### src/rtl/pp_pred_pkg.sv
package pp_pred_pkg;
  localparam int PERIOD  = 4;
  localparam int PHASE_W = $clog2(PERIOD);

  typedef logic [PHASE_W-1:0] phase_t;

  typedef struct packed {
    phase_t phase;
    logic   pol;
  } align_t;

  // Base cycle slot value: slots 0,1 taken, slots 2,3 not taken.
  function automatic logic base_bit(phase_t p);
    return ~p[PHASE_W-1];
  endfunction

  // Prediction from phase and polarity.
  function automatic logic predict(align_t s);
    return base_bit(s.phase) ^ s.pol;
  endfunction

  // Slot of the base cycle at which outcome 'cur' follows outcome 'prev'.
  function automatic phase_t pair_slot(logic prev, logic cur);
    return {~cur, prev ^ ~cur};
  endfunction

  // New alignment after a miss: the next effective slot must be pair_slot+1.
  // Effective slot = phase + 2*pol. Keep the counter stepping when the
  // offset is even and absorb it in the polarity; otherwise reload the phase.
  function automatic align_t realign(align_t s, logic prev, logic cur);
    align_t r;
    phase_t slot;
    phase_t diff;
    slot = pair_slot(prev, cur);
    diff = slot - s.phase;
    if (!diff[0]) begin
      r.phase = s.phase + phase_t'(1);
      r.pol   = diff[1];
    end else begin
      r.phase = slot + phase_t'(1);
      r.pol   = 1'b0;
    end
    return r;
  endfunction
endpackage

### src/rtl/pp_outcome_hist.sv
module pp_outcome_hist (
  input  logic clk,
  input  logic rst_n,
  input  logic stb_i,
  input  logic outcome_i,
  output logic last_o
);
  // Reset value 0 (not taken) matches the slot before phase 0.
  logic last_q;

  always_ff @(posedge clk) begin
    if (!rst_n)     last_q <= 1'b0;
    else if (stb_i) last_q <= outcome_i;
  end

  assign last_o = last_q;

  assert_hist_hold_R3: assert property (@(posedge clk) disable iff (!rst_n)
    !stb_i |=> $stable(last_o));
endmodule

### src/rtl/pp_align_state.sv
module pp_align_state
  import pp_pred_pkg::*;
(
  input  logic   clk,
  input  logic   rst_n,
  input  logic   stb_i,
  input  logic   miss_i,
  input  logic   prev_i,
  input  logic   cur_i,
  output align_t state_o
);
  align_t state_q;
  align_t state_d;
  align_t fixed;

  always_comb begin
    fixed   = realign(state_q, prev_i, cur_i);
    state_d = state_q;
    if (stb_i) begin
      if (miss_i) state_d = fixed;
      else        state_d = '{phase: state_q.phase + phase_t'(1), pol: state_q.pol};
    end
  end

  always_ff @(posedge clk) begin
    if (!rst_n) state_q <= '{phase: '0, pol: 1'b0};
    else        state_q <= state_d;
  end

  assign state_o = state_q;

  assert_idle_hold_R3: assert property (@(posedge clk) disable iff (!rst_n)
    !stb_i |=> $stable(state_o));

  assert_hit_advance_R8: assert property (@(posedge clk) disable iff (!rst_n)
    stb_i && !miss_i |=> (state_o.phase == phase_t'($past(state_o.phase) + 1))
                         && (state_o.pol == $past(state_o.pol)));
endmodule

### src/rtl/pp_pattern_predictor.sv
module pp_pattern_predictor
  import pp_pred_pkg::*;
(
  input  logic clk,
  input  logic rst_n,
  input  logic branch_valid_i,
  input  logic taken_i,
  output logic predict_taken_o
);
  align_t state;
  logic   last_outcome;
  logic   pred;
  logic   miss_evt;

  assign pred     = predict(state);
  assign miss_evt = branch_valid_i && (pred != taken_i);

  pp_outcome_hist u_hist (
    .clk       (clk),
    .rst_n     (rst_n),
    .stb_i     (branch_valid_i),
    .outcome_i (taken_i),
    .last_o    (last_outcome)
  );

  pp_align_state u_align (
    .clk     (clk),
    .rst_n   (rst_n),
    .stb_i   (branch_valid_i),
    .miss_i  (miss_evt),
    .prev_i  (last_outcome),
    .cur_i   (taken_i),
    .state_o (state)
  );

  assign predict_taken_o = pred;

  assert_reset_taken_R1: assert property (@(posedge clk) disable iff (!rst_n)
    $rose(rst_n) |-> predict_taken_o);

  assert_miss_realign_R6: assert property (@(posedge clk) disable iff (!rst_n)
    miss_evt |=> predict_taken_o == ~$past(last_outcome));

  assert_idle_pred_R3: assert property (@(posedge clk) disable iff (!rst_n)
    !branch_valid_i |=> $stable(predict_taken_o));
endmodule

### config.mk
export PLATFORM = sky130hd
export DESIGN_NAME = pp_pattern_predictor
export DESIGN_NICKNAME = d
export VERILOG_FILES = /design/src/rtl/pp_pred_pkg.sv /design/src/rtl/pp_outcome_hist.sv /design/src/rtl/pp_align_state.sv /design/src/rtl/pp_pattern_predictor.sv
export SDC_FILE = /design/constraint.sdc
export NUM_CORES = 1
export LEC_CHECK = 0
export BUFFER_PORTS_ARGS = -buffer_cell sky130_fd_sc_hd__buf_2
export CAP_MARGIN = 0
export CORE_AREA = 4 4 41 43
export CTS_BUF_LIST = sky130_fd_sc_hd__clkbuf_16
export DETAILED_ROUTE_END_ITERATION = 10
export DIE_AREA = 0 0 45 47
export GPL_TIMING_DRIVEN = 0
export PLACE_DENSITY = 0.38
export SLEW_MARGIN = 20
export SYNTH_ARGS = -nofsm -noshare
export SYNTH_HDL_FRONTEND = slang
export SYNTH_SLANG_ARGS = --single-unit
### constraint.sdc
create_clock -name clk -period 2.5 [get_ports clk]
set_input_delay 0.25 -clock clk [delete_from_list [all_inputs] [get_ports clk]]
set_output_delay 0.25 -clock clk [all_outputs]
set_load 0.01 [all_outputs]
# ---- Word level (Yosys, flattened, before mapping)
# Index checks and enable logic that the tools add are counted.
dict set report classes {
  mux 2
  n_eq_ne 1
  addsub 3
  bitwise_logic 4
  n_reduce_logical 2
}
# cell count
set op_table {}
lappend op_table {{$mux W3} 2}
lappend op_table {{$add A2 B1 Y2 const B} 2}
lappend op_table {{$not A1 Y1} 2}
lappend op_table {{$reduce_and A2 Y1} 1}
lappend op_table {{$sub A2 B2 Y2} 1}
lappend op_table {{$xor A1 B1 Y1} 2}
lappend op_table {{$logic_and A1 B1 Y1} 1}
lappend op_table {{$ne A1 B1 Y1} 1}
dict set report totals {
  output_inout_bits 1
  regBits 4
}

# ---- Longest topological paths before layout
dict set report depth {
  ltp_word 5
  ltp_mapped 4
  ltp_nobuf 3
}

# ---- Modules after synthesis
# Synthesis repeated with hierarchy kept, for this count alone.
dict set report hier_totals {
  cells_unflattened 30
  area_unflattened_um2 252.7
}
# mod n_inst seq_area_each_um2 cells_per_inst area_per_inst_um2
set by_module_without_submodules {}
lappend by_module_without_submodules {pp_align_state 1 60.1 23 180.2}
lappend by_module_without_submodules {pp_outcome_hist 1 20.0 3 36.3}
lappend by_module_without_submodules {pp_pattern_predictor 1 0.0 4 36.3}

# ---- Worst setup path after synthesis
# OpenSTA, ideal clock, no wires.
dict set report synth_timing {
  path_kind {reg-to-reg}
  from {register u_align.state_q, in the netlist u_align.state_o[2]}
  to {register u_align.state_q, in the netlist u_align.state_o[1]}
  path_buffers 0
  slack_ns 1.488
  synth_period_minus_slack_ns 1.012
  stages_incl_launch_ff 4
  t_arrival_ns 0.883
  cell_sequence {dfxtp_1 xnor2_1 a21oi_1 nand4b_1}
}
dict set report synth_between {
  elab_chain_len 5
}
# element line
set synth_rtl {}
lappend synth_rtl {{start, declared} pp_align_state.sv:12} ;# align_t state_q;
lappend synth_rtl {{start signal, assigned} pp_align_state.sv:26} ;# if (!rst_n) state_q <= '{phase: '0, pol: 1'b0};
lappend synth_rtl {{start signal, assigned} pp_align_state.sv:27} ;# else state_q <= state_d;
lappend synth_rtl {{$not A1 Y1} pp_pred_pkg.sv:14} ;# return ~p[PHASE_W-1];
lappend synth_rtl {{$xor A1 B1 Y1} pp_pred_pkg.sv:19} ;# return base_bit(s.phase) ^ s.pol;
lappend synth_rtl {{net predict_taken_o} pp_pattern_predictor.sv:8} ;# output logic predict_taken_o
lappend synth_rtl {{$ne A1 B1 Y1} pp_pattern_predictor.sv:16} ;# assign miss_evt = branch_valid_i && (pred != taken_i);
lappend synth_rtl {{$logic_and A1 B1 Y1} pp_pattern_predictor.sv:16}
lappend synth_rtl {{$mux W3} pp_align_state.sv:20} ;# if (miss_i) state_d = fixed;
# The timed path passes the listed nets, and every way through them passes these cells.
# A chain may end at the register's enable or synchronous reset.

# ---- Worst setup path after layout
dict set report layout_timing {
  from {register u_align.state_q, in the netlist u_align.state_o[2]}
  to {output port predict_taken_o}
}
dict set report layout_between {
  elab_chain_len 2
}
# element line
set layout_rtl {}
lappend layout_rtl {{$not A1 Y1} pp_pred_pkg.sv:14}
lappend layout_rtl {{$xor A1 B1 Y1} pp_pred_pkg.sv:19}
lappend layout_rtl {{end, declared} pp_pattern_predictor.sv:8}
# Every way passes these cells.

==> run_results.csv <==
group,metric,value,unit
outcome,status,"finished clean",
clock_tree,clk_latency,0.22,ns
layout,final_common_cell,"dfxtp_1",
die,start_util,26.54,%
die,design.die.area,2115,sq um
layout,nNetsFinal,49,
yosys,synth_xor_xnor_area_share,12.32,%
setup_path,crit_path_top_delay_cell,"dfxtp_1",
grt,antenna_found_initial,0,
grt,grt_max_degree,11,
setup_path,r2r_end,"u_align.state_o[2]$_SDFFE_PN0P_",
timing,period_share,52.63,%
yosys,netlist_area,345.3,sq um
clock_tree,cts_repair_resize_count,0,
grt,busiest_layer,"met2",
setup_path,crit_buf_inv,1,
timing,layout_min_cycle_time,1.316,ns
yosys,synth_cell_types,26,
grt,met1_usage,10.93,%
timing,setup_violations,0,
min_path,hold_start,"branch_valid_i",
clock_tree,cts_htree_levels,1,
setup_path,critPathMaxFanout,6,
setup_path,cp.arrival,1.07,ns
power_and_ir_drop,vdd_ir_drop_max,611.2,uV
grt,met3_usage,6.897,%
min_path,hold_depth,2,
yosys,yosysWarnings,0,
timing,maxSlewViolCount,0,
setup_path,critPathKind,"reg -> out",
setup_path,critPathLaunchType,"flip-flop",
layout,final_cell_mix,"4 x dfxtp_1, 3 x nor2b_1, 3 x buf_2, 3 x clkbuf_16",
yosys,syn_area_per_cell,9.088,sq um
min_path,hold_path_end,"u_align.state_o[2]$_SDFFE_PN0P_",
clock_tree,post_cts_buffers,0,
die,core_area,1301,sq um
routing,wirelength,752,um
clock_tree,ctsHoldBuffers,0,
setup_path,ff2ff_path_depth,3,
clock_tree,cts_root_buf,"clkbuf_16",
yosys,synth.net_count,42,
setup_path,cp.required,2.25,ns
layout,area_growth,30.07,%
setup_path,worstPathCellList,"xnor2_1, buf_2",
timing,fin_skew,0.001386,ns
timing,slew-limit-headroom,81.43,%
place,port_buffers,2,
clock_tree,cts_tree,"yes",
clock_tree,cts_buffer_depth,2,
flow_run,max-cap-violations,0,
power_and_ir_drop,powerDensity,884.6,nW/um^2
place,gp_congestion,0.6620,
yosys,synth_top_family_by_area,"simple AND/OR/NAND/NOR gates",
setup_path,end_kind,"output pin",
setup_path,critical_path_depth,2,
clock_tree,clock_sinks,4,
yosys,syn_inst,38,
layout,fill_cells,136,
yosys,synth_adder_area_share,0,%
layout,drive_above_1_share,27.91,%
routing,wl_per_cell,12.97,um
grt,use_met2,11.86,%
routing,via_per_inst,5.155,
yosys,synth-compound-area-share,19.20,%
grt,grt_pass1_wl,1269,um
die,die_x,45,um
timing,setup_tns,0,ns
power_and_ir_drop,power.leakage,0.1744,nW
setup_path,reg2reg_slack,1.47,ns
timing,tightest_slew,0.2765,ns
grt,grt.overflow.total,0,
layout,antenna_cells,0,
die,num_io_pins,5,
yosys,ys_ff_latch,4,
clock_tree,clkTransAtPathRegs,0.03,ns
setup_path,cp_top_family,"flip-flops",
timing,fmax,760.0,MHz
grt,grt_pass1_vias,277,
routing,drt_iter0_markers,6,
routing,remaining_drc_errors,0,
routing,ant_nets,0,
setup_path,timing.rr.start,"u_align.state_o[0]$_SDFFE_PN0P_",
timing,holdWs,0.3574,ns
yosys,synth.mux.area_fraction,5.797,%
place,hpwlAfterDp,513,um
die,row_count,13,
die,die_h,47,um
clock_tree,cts_buffers,3,
timing,rsz0062_at_grt,"no",
routing,first_pass_iters,4,
yosys,synthSimpleGateAreaFrac,27.90,%
timing,hold_viol_final,0,
routing,vias,299,
grt,track_usage,9.012,%
setup_path,crit_path_max_incr_delay,0.36,ns
yosys,yosysSeqAreaShare,23.19,%
min_path,hold_path.class,"in -> reg",
[kinds of logic (layout without fill, tap and decap cells)]
logic type / after synthesis / in the layout
flip-flops: 4 / 4
buffers and inverters: 6 / 11
multiplexers: 2 / 2
AND/OR/NAND/NOR: 12 / 12
XOR/XNOR: 4 / 4
AO/OA/AOI/OAI: 10 / 10
[metal layers]
metal / up-vias / wire [um]
li1: 149 / -
met1: 140 / 349
met2: 8 / 345
met3: 2 / 50
met4: 0 / 6
met5: - / 0
[cell usage after synthesis (all sizes together)]
cell | n | area share, %
a311o | 1 | 2.9
nor2b | 4 | 8.0
xnor2 | 3 | 9.8
o211ai | 1 | 2.2
o21ai | 2 | 2.9
a31oi | 2 | 3.6
nand4bb | 1 | 3.3
dfxtp | 4 | 23
a21oi | 2 | 2.9
buf | 3 | 8.0
o21a | 1 | 2.2
nand3b | 1 | 2.2
nand2 | 1 | 1.1
clkbuf | 1 | 1.4
inv | 2 | 2.2
mux2i | 2 | 5.8
and4b | 2 | 6.2
and2b | 1 | 2.2
xor2 | 1 | 2.5
o2111ai | 1 | 2.5
nand4b | 2 | 5.1
[through the flow]
| step | setup slack (ns) | cell area, sq um | total power, mW | instances | util (%) |
|---|---|---|---|---|---|
| final | 1.184 | 449.2 | 0.3973 | 58 | 34.52 |
| after global routing | 1.137 | 449.2 | 0.4147 | 58 | 34.52 |
| after CTS | 1.204 | 449.2 | 0.4018 | 58 | 34.52 |
| after detailed placement | 1.444 | 374.1 | 0.1468 | 55 | 28.75 |
| after global placement | 1.442 | 374.1 | 0.1445 | 55 | 28.75 |
| after floorplan | 1.488 | 345.3 | 0.1315 | 38 | - |
[worst max path at each step]
stage                                          from                         endpoint  slack (ns)
floorplan           u_align.state_o[2]$_SDFFE_PN0P_  u_align.state_o[1]$_SDFFE_PN0P_        1.49
global placement    u_align.state_o[2]$_SDFFE_PN0P_                  predict_taken_o        1.44
detailed placement  u_align.state_o[2]$_SDFFE_PN0P_                  predict_taken_o        1.44
CTS                 u_align.state_o[2]$_SDFFE_PN0P_                  predict_taken_o        1.20
global route        u_align.state_o[2]$_SDFFE_PN0P_                  predict_taken_o        1.14
finish              u_align.state_o[2]$_SDFFE_PN0P_                  predict_taken_o        1.18
[power breakdown]
part / total [mW] / internal (mW) / switching, mW
Combinational: 0.0686 / 0.0341 / 0.0345
Sequential: 0.0777 / 0.0714 / 0.00634
Clock: 0.251 / 0.205 / 0.0465
[sequential cells by signal (all words and copies together) (netlist names)]
name / count
u_hist.last_o: 1
u_align.state_o: 3
[area by class of cell]
| cell class | instances | area (sq um) | share of cell area, % |
|---|---|---|---|
| flip-flops and latches | 4 | 80.08 | 17.83 |
| repair buffers | 2 | 10.01 | 2.228 |
| clock buffers | 3 | 75.07 | 16.71 |
| plain buffers | 4 | 32.53 | 7.242 |
| well taps | 15 | 18.77 | 4.178 |
| inverters | 2 | 7.507 | 1.671 |
| multi-input cells | 28 | 225.2 | 50.14 |
No activity file was read; power rests on OpenSTA's default activity.
